--- src/rtl/hb_pkg.sv ---
`timescale 1ns/1ps
// Shared types for the H-bridge gate sequencer.
// Assumes: the command pair of a leg is packed as {low-request, high-request}.
package hb_pkg;
    typedef enum logic [1:0] {
        ST_HIZ  = 2'b00,
        ST_HIGH = 2'b01,
        ST_LOW  = 2'b10
    } leg_state_t;
endpackage

--- src/rtl/hb_deglitch.sv ---
`timescale 1ns/1ps
// Glitch filter: a W-bit input reaches the output only once it has been
// sampled unchanged on GLITCH_CYC+1 consecutive edges.
// Assumes: din is synchronous to clk.
module hb_deglitch #(
    parameter int W          = 2,
    parameter int GLITCH_CYC = 4
) (
    input  logic         clk,
    input  logic         rst_n,
    input  logic [W-1:0] din,
    output logic [W-1:0] dout
);
    localparam int CW = $clog2(GLITCH_CYC + 1);
    localparam logic [CW-1:0] LAST = CW'(GLITCH_CYC - 1);

    logic [W-1:0]  cand_q;
    logic [W-1:0]  filt_q;
    logic [CW-1:0] cnt_q;

    // Track the candidate level and count how long it has been stable.
    always_ff @(posedge clk) begin
        if (!rst_n) begin
            cand_q <= '0;
            filt_q <= '0;
            cnt_q  <= LAST;
        end else if (din != cand_q) begin
            cand_q <= din;
            cnt_q  <= '0;
        end else if (cnt_q != LAST) begin
            cnt_q  <= cnt_q + 1'b1;
        end else begin
            filt_q <= cand_q;
        end
    end

    assign dout = filt_q;

    // the output only moves after the candidate has settled.
    p_filt_settled_r5: assert property (@(posedge clk) disable iff (!rst_n)
        (filt_q != $past(filt_q)) |-> ($past(cnt_q) == LAST && $past(cand_q) == filt_q));
endmodule

--- src/rtl/hb_leg.sv ---
`timescale 1ns/1ps
// One half-bridge leg: decodes the filtered command pair, sequences the
// dead interval and produces the two gate enables.
// Assumes: dead_len holds (interval length - 1) and is sampled when a dead
// interval is loaded; force_off is synchronous.
module hb_leg
    import hb_pkg::*;
#(
    parameter int CW = 8
) (
    input  logic          clk,
    input  logic          rst_n,
    input  logic [1:0]    cmd,
    input  logic          force_off,
    input  logic [CW-1:0] dead_len,
    output logic          gate_hi,
    output logic          gate_lo,
    output logic [1:0]    status
);
    leg_state_t    state_q, tgt_q, tgt_d;
    logic [CW-1:0] cnt_q;

    // Map the command pair to a target state; 11 floats the leg.
    always_comb begin
        unique case (cmd)
            2'b01:   tgt_d = ST_HIGH;
            2'b10:   tgt_d = ST_LOW;
            default: tgt_d = ST_HIZ;
        endcase
    end

    // Leg sequencer: turn off at once, turn on only after the dead count ends.
    always_ff @(posedge clk) begin
        if (!rst_n) begin
            state_q <= ST_HIZ;
            tgt_q   <= ST_HIZ;
            cnt_q   <= '0;
        end else begin
            tgt_q <= tgt_d;
            if (force_off) begin
                state_q <= ST_HIZ;
                cnt_q   <= dead_len;
            end else if (state_q != ST_HIZ) begin
                if (tgt_d != state_q) begin
                    state_q <= ST_HIZ;
                    cnt_q   <= dead_len;
                end
            end else if (cnt_q != '0) begin
                if (tgt_d != tgt_q && tgt_d != ST_HIZ) cnt_q <= dead_len;
                else                                  cnt_q <= cnt_q - 1'b1;
            end else if (tgt_d != ST_HIZ) begin
                state_q <= tgt_d;
            end
        end
    end

    assign gate_hi = (state_q == ST_HIGH) && !force_off;
    assign gate_lo = (state_q == ST_LOW)  && !force_off;
    assign status  = {gate_lo, gate_hi};

    // a both-on command floats the leg on the next edge.
    p_both_req_floats_r2: assert property (@(posedge clk) disable iff (!rst_n)
        (cmd == 2'b11) |=> (state_q == ST_HIZ));
    // a switch turns on only once the dead count has run out.
    p_on_after_dead_r4: assert property (@(posedge clk) disable iff (!rst_n)
        (state_q != ST_HIZ && $past(state_q) == ST_HIZ) |-> ($past(cnt_q) == '0));
    // no direct change from one switch to the other.
    p_no_direct_swap_r4: assert property (@(posedge clk) disable iff (!rst_n)
        ($past(state_q) != ST_HIZ && state_q != ST_HIZ) |-> (state_q == $past(state_q)));
    // a forced cycle leaves the leg floating.
    p_forced_float_r7: assert property (@(posedge clk) disable iff (!rst_n)
        $past(force_off) |-> (state_q == ST_HIZ));
endmodule

--- src/rtl/hb_gate_ctrl.sv ---
`timescale 1ns/1ps
// H-bridge gate sequencer top: per-leg glitch filter and leg sequencer,
// shared dead-interval length from the slew code, global force-off.
// Assumes: all inputs synchronous to clk; BASE_CYC >= 1.
module hb_gate_ctrl
    import hb_pkg::*;
#(
    parameter int NUM_LEGS   = 2,
    parameter int GLITCH_CYC = 4,
    parameter int BASE_CYC   = 10,
    parameter int STEP_CYC   = 1400,
    parameter int SLEW_W     = 3
) (
    input  logic                  clk,
    input  logic                  rst_n,
    input  logic                  sleep_req,
    input  logic                  fault_off,
    input  logic [SLEW_W-1:0]     slew_code,
    input  logic [NUM_LEGS-1:0]   cmd_hi,
    input  logic [NUM_LEGS-1:0]   cmd_lo,
    output logic [NUM_LEGS-1:0]   gate_hi,
    output logic [NUM_LEGS-1:0]   gate_lo,
    output logic [2*NUM_LEGS-1:0] leg_status
);
    localparam int DEAD_MAX = BASE_CYC + (2**SLEW_W - 1) * STEP_CYC;
    localparam int DCW      = $clog2(DEAD_MAX + 1);

    logic [DCW-1:0] dead_len;
    logic           force_off;

    // Dead interval minus one, as loaded into each leg counter.
    always_comb dead_len = DCW'(BASE_CYC - 1) + DCW'(slew_code) * DCW'(STEP_CYC);

    assign force_off = sleep_req | fault_off;

    for (genvar i = 0; i < NUM_LEGS; i++) begin : g_leg
        logic [1:0] cmd_f;

        hb_deglitch #(.W(2), .GLITCH_CYC(GLITCH_CYC)) u_flt (
            .clk  (clk),
            .rst_n(rst_n),
            .din  ({cmd_lo[i], cmd_hi[i]}),
            .dout (cmd_f)
        );

        hb_leg #(.CW(DCW)) u_leg (
            .clk      (clk),
            .rst_n    (rst_n),
            .cmd      (cmd_f),
            .force_off(force_off),
            .dead_len (dead_len),
            .gate_hi  (gate_hi[i]),
            .gate_lo  (gate_lo[i]),
            .status   (leg_status[2*i +: 2])
        );
    end
endmodule

--- config.mk ---
export PLATFORM = sky130hd
export DESIGN_NAME = hb_gate_ctrl
export DESIGN_NICKNAME = d
export VERILOG_FILES = /design/src/rtl/hb_pkg.sv /design/src/rtl/hb_deglitch.sv /design/src/rtl/hb_leg.sv /design/src/rtl/hb_gate_ctrl.sv
export SDC_FILE = /design/constraint.sdc
export NUM_CORES = 1
export LEC_CHECK = 0
export BUFFER_PORTS_ARGS = -buffer_cell sky130_fd_sc_hd__buf_2
export CAP_MARGIN = 20
export CELL_PAD_IN_SITES_DETAIL_PLACEMENT = 0
export CELL_PAD_IN_SITES_GLOBAL_PLACEMENT = 1
export CORE_AREA = 2 2 98 91
export CTS_CLUSTER_DIAMETER = 200
export CTS_CLUSTER_SIZE = 16
export DETAILED_ROUTE_END_ITERATION = 8
export DIE_AREA = 0 0 100 93
export PLACE_DENSITY_LB_ADDON = 0.12
export SYNTH_ARGS = -nofsm -noshare
export SYNTH_HDL_FRONTEND = slang
export SYNTH_SLANG_ARGS = --single-unit
--- constraint.sdc ---
create_clock -name clk -period 2.8 [get_ports clk]
set_clock_uncertainty 0.2 [all_clocks]
set_input_delay 0.14 -clock clk [delete_from_list [all_inputs] [get_ports clk]]
set_output_delay 0.14 -clock clk [all_outputs]
set_load 0.02 [all_outputs]
* Word-level counts from Yosys, hierarchy flattened
Index checks and enable logic that the tools add are counted.
** Word-level totals
- Register bits after elaboration :: 50
- Input port bits :: 11
** Cells by class
- Reductions and logical operators :: 28
- Bitwise gates (word level) :: 6
- $mul :: 1
- Multiplexer cells :: 24
- Add/sub/neg operators :: 5
- Equality and inequality tests :: 22
** Operator list (count)
- two-way mux 14 bit :: 10
- nonzero test 14 bit :: 2
- subtractor 14 x 1 -> 14 bit (second input constant) :: 2
- two-way mux 2 bit :: 12
- nonzero test 2 bit :: 8
- adder 4 x 14 -> 14 bit (first input constant) :: 1
- != test 2 bit :: 6
- != test 3 x 2 -> 1 bit (second input constant) :: 4
- multiplier 3 x 8 -> 11 bit (second input constant) :: 1
- equality test 2 x 1 -> 1 bit (second input constant) :: 4
- equality test 2 bit (second input constant) :: 4
- case mux 2 bit (2 select lines) :: 2
- AND reduction 2 bit :: 4
- adder 3 x 1 -> 3 bit (second input constant) :: 2
- logical AND 1 bit :: 6
- AND reduction 3 bit :: 2
- nonzero test 3 bit :: 2
- OR reduction 2 bit :: 3
- NOT 1 bit :: 5
- != test 2 x 1 -> 1 bit (second input constant) :: 2
- != test 2 bit (second input constant) :: 2
- logical NOT 1 bit :: 1
- OR 1 bit :: 1

* Longest topological paths before layout
- Depth after elaboration :: 8
- Depth in mapped cells :: 11

* Hierarchy
Synthesis repeated with hierarchy kept, for this count alone.
** Second synthesis, totals
- Cells, all modules :: 448
- Area total of the unflattened synthesis :: 3721.1 µm²
** Modules (own cells, without submodules)
- hb_leg :: area each 1272.5 µm², cells each 159, times used 2
- hb_deglitch :: area each 321.6 µm², cells each 32, times used 2
- hb_gate_ctrl :: area each 533.0 µm², cells each 66, times used 1

* Least setup slack after synthesis
OpenSTA, ideal clock, no wires.
- Path type :: input-to-reg
- Start point :: input port slew_code[0]
- End point :: register g_leg[0].u_leg.cnt_q[9]
- Data arrival time :: 2.566 ns
- Setup time :: 0.128 ns
- Slack :: -0.094 ns
- Stages on the path :: 9
- Path through :: fa_1 ha_1 fa_1 xor2_1 or4_4 xnor2_1 a21oi_1 a2bb2oi_1 nor2_1
** On the way
- Cells in the longest elaborated chain, start to end :: 6
- Elaborated cells between the ends (all ways) :: 7
** RTL lines
- from (decl) :: line hb_gate_ctrl.sv:18 : input logic [SLEW_W-1:0] slew_code,
- multiplier 3 x 8 -> 11 bit (*) :: line hb_gate_ctrl.sv:32 : always_comb dead_len = DCW'(BASE_CYC - 1) + DCW'(slew_code) * DCW'(STEP_CYC);
- adder 4 x 14 -> 14 bit (*) :: line hb_gate_ctrl.sv:32
- two-way mux 14 bit :: line hb_leg.sv:49 : if (tgt_d != tgt_q && tgt_d != ST_HIZ) cnt_q <= dead_len;
- two-way mux 14 bit :: line hb_leg.sv:48 : end else if (cnt_q != '0) begin
- two-way mux 14 bit :: line hb_leg.sv:43 : end else if (state_q != ST_HIZ) begin
- two-way mux 14 bit (*) :: line hb_leg.sv:40 : if (force_off) begin
- to (signal assigned) :: line hb_leg.sv:42 : cnt_q <= dead_len;
- to (signal assigned) :: line hb_leg.sv:49
- to (signal assigned) :: line hb_leg.sv:50 : else cnt_q <= cnt_q - 1'b1;
- to (decl) :: line hb_leg.sv:21 : logic [CW-1:0] cnt_q;
Every way passes the cells marked *; elsewhere a longest branch is shown, timed or not. The select of a mux whose other input is x is not followed.
A chain may end at the register's enable or synchronous reset.

* Worst setup path in the final report
- Start point :: input port slew_code[2]
- End point :: register g_leg[0].u_leg.cnt_q[9]
Same word-level chain as after synthesis.

==> key figures <==
Run status
  – Status: complete, no violations

Synthesis
  – Post-synthesis async set-or-reset flop share: 0
  – Synth Register Bits: 50
  – Top_reg_cell synth: dfxtp_1
  – Syn nets: 465
  – Post-Synth Adder-Cell Area: 0.0947
  – Simple logic cell fraction of the synthesized area: 0.277
  – Area contributors post-synth: dfxtp_1, ha_1, nor2_1, a21oi_1, xnor2_1
  – Top post-synthesis cells by count: dfxtp_1, nor2_1, nand2_1
  – Post-synth top area cell: dfxtp_1
  – Post-synthesis sequential area ratio: 0.294
  – Post-synthesis mux area share: 0.0235
  – Yosys Warn Count: 0
  – Largest family of logic cells by synthesized area: simple AND/OR/NAND/NOR gates
  – Synth Area in Compound Gates: 0.181
  – Synthesized area per cell: 7.93 sq um
  – Synth Instances: 430
  – Xor-xnor portion of the synthesized cell area: 0.0565
  – Cell area after synthesis: 3410 sq um
  – Yosys top cell area share: 0.294
  – EDFF count, synth: 0
  – Synth unique cells: 58

Placed design
  – Port Buffer Count: 18
  – Post-DP HPWL: 5.55 mm
  – Placer Congestion: 0.770

Worst setup path
  – Crit path largest cell delay: 570 ps
  – Critical Path AT: 2660 ps
  – Top cell by count, worst path: fa_2
  – Slowest-stage cell, CP: or4_4
  – Worst Path Max Fanout: 3
  – Worst-path cell chain: buf_2, fa_2, ha_2, fa_2, xor2_2, or4_4, xnor2_1, a21oi_1, a2bb2oi_1, nor2_1
  – Crit path buffers/inverters: 1
  – CP Class: primary input to flip-flop
  – Crit path max-delay family: adder cells
  – Crit path capture type: flip-flop
  – CP required: 2780 ps
  – Setup crit start kind: primary input

Global route
  – Grt total ovfl: 0
  – Initial antenna violation count: 0
  – Grt met1 use: 0.245
  – Layer with the highest usage: met2
  – GRT met3 Usage: 0.0247
  – Largest net degree at the start of global routing: 28
  – Met2 usage in global routing: 0.274
  – Number of global-route vias before repair: 2677
  – Gr usage total: 0.171
  – First-pass GRT wire length: 12.9 mm

Final layout
  – Nets@finish: 487
  – Layout cell share with drive strength beyond 1: 0.153
  – Area Overhead vs Synth: 10.9%
  – Fill cells: 864
  – Ant diodes: 0
  – Post-layout utilization of the core: 0.454

Min path
  – Hold Crit Class: primary input to flip-flop

Die
  – Chip width: 100 microns
  – Die ar.: 9300 sq um
  – Rows: 32
  – # IOs: 19
  – Core Footprint: 8330 sq um
  – Die H: 93 microns
  – Starting Density: 0.409

Clock network
  – CTS sink cnt: 50
  – CTS tree: yes
  – TritonCTS buffer count: 5
  – # H-tree levels: 2
  – Maximum buffer depth of the clock tree: 2
  – Skew-Pair Late Insertion Delay: 300 ps
  – Root cell of the clock tree: clkbuf_8
  – Clock slew at reported path FFs: 100 ps

Power and ir drop
  – PwrDens: 462 nW/um^2
  – Peak supply drop: 0.000245 V
  – Total power: 1.75 mW
  – Leakage: 1.48 nW

STA
  – Final hold vios: 0
  – Setup_tns: 0 ps
  – Setup violators final: 0
  – Rel. slew slack: 0.553
  – RSZ-0062 raised after global routing: no
  – Fmax: 372 MHz
  – Post-layout minimum cycle time: 2690 ps
  – Slew Viols, Final: 0
  – Period utilization: 0.959
  – Tightest Pin Transition: 669 ps

Drt
  – Wire length per cell: 13.8 microns
  – DRT iter0 DRCs: 91
  – Routed WL: 7.65 mm
  – Post-route ant nets: 0
  – DRT Pass-1 Iters: 5
  – Residual DRC: 0
  – Routed vias/inst: 5.38
  – Via count: 2981

Job
  – Max Cap Viol: 0
[kinds of logic after synthesis]
| logic type | Yosys count |
|---|---|
| xor gates and xnor gates | 22 |
| buffers and inverters | 49 |
| DFF | 50 |
| AOI/OAI and AO/OA | 103 |
| and+or+nand+nor | 174 |
| adders and majority gates | 24 |
| muxes | 8 |
[through the flow]
step / hold WS [ps] / cell area (sq um) / std cells / worst slack [ps]
floorplan: 61.7 / 3420 / 430 / 20.6
global placement: 171 / 3650 / 543 / -184
detailed placement: 174 / 3650 / 543 / -224
CTS: 29.1 / 3770 / 554 / 82.2
global route: 51.9 / 3780 / 554 / 10.6
finish: 38.2 / 3780 / 554 / 114
[state kept, by name, summed over array words and instances, names as in the netlist]
| signal | flops |
|---|---|
| g_leg.u_leg.cnt_q | 28 |
| g_leg.u_flt.cnt_q | 6 |
| g_leg.u_flt.cand_q | 4 |
| g_leg.u_flt.dout | 4 |
| g_leg.u_leg.state_q | 4 |
| g_leg.u_leg.tgt_q | 4 |
[layer usage]
layer / wire [microns] / vias to the layer above / share of wire
met5: 0 / - / 0
met4: 38 / 0 / 0.0050
met3: 132 / 2 / 0.017
met2: 3450 / 20 / 0.45
met1: 4030 / 1397 / 0.53
li1: - / 1562 / -
[area by class of cell]
| type | count | area, sq um | share of cell area |
|---|---|---|---|
| well taps | 102 | 128 | 0.0337 |
| clock buffers | 6 | 72.6 | 0.0192 |
| repair buffers | 45 | 315 | 0.0834 |
| flip-flops and latches | 50 | 1000 | 0.265 |
| multi-input cells | 331 | 2190 | 0.578 |
| clock inverters | 1 | 7.51 | 0.00198 |
| inverters | 19 | 71.3 | 0.0189 |
[final timing paths]
path,from,endpoint,slack [ps],depth (start not counted)
worst max-delay path,slew_code[2],g_leg[0].u_leg.cnt_q[9],110,10
worst min-delay path,rst_n,g_leg[1].u_flt.cnt_q[0],40,2
worst max register to register,g_leg[0].u_leg.cnt_q[0],g_leg[0].u_leg.cnt_q[9],330,9
worst min register to register,g_leg[1].u_leg.cnt_q[1],g_leg[1].u_leg.cnt_q[1],300,2
[cells in the final DEF (no fill, tap or decap), types with 18 or more instances in the layout]
cell type	count
a21oi_1	29
buf_2	18
buf_4	22
dfxtp_1	50
ha_1	20
inv_1	19
nand2_1	32
nand3_1	18
nor2_1	50
o21ai_0	26
[where the power goes]
group          total [mW]  switching, mW  internal, mW  leakage, nW
clock               0.418          0.246         0.172       0.0373
sequential          0.826         0.0594         0.766        0.412
combinational       0.504          0.271         0.233         1.03
total                1.75          0.576          1.17         1.48
[repair_timing]
action	in CTS	in global routing
resized for setup	1	1
hold endpoints to repair	6	0
hold buffers	4	0
cloned	0	0
endpoints found under the setup margin	1	2
setup buffers	0	0
(Power assumes the default switching activity.)
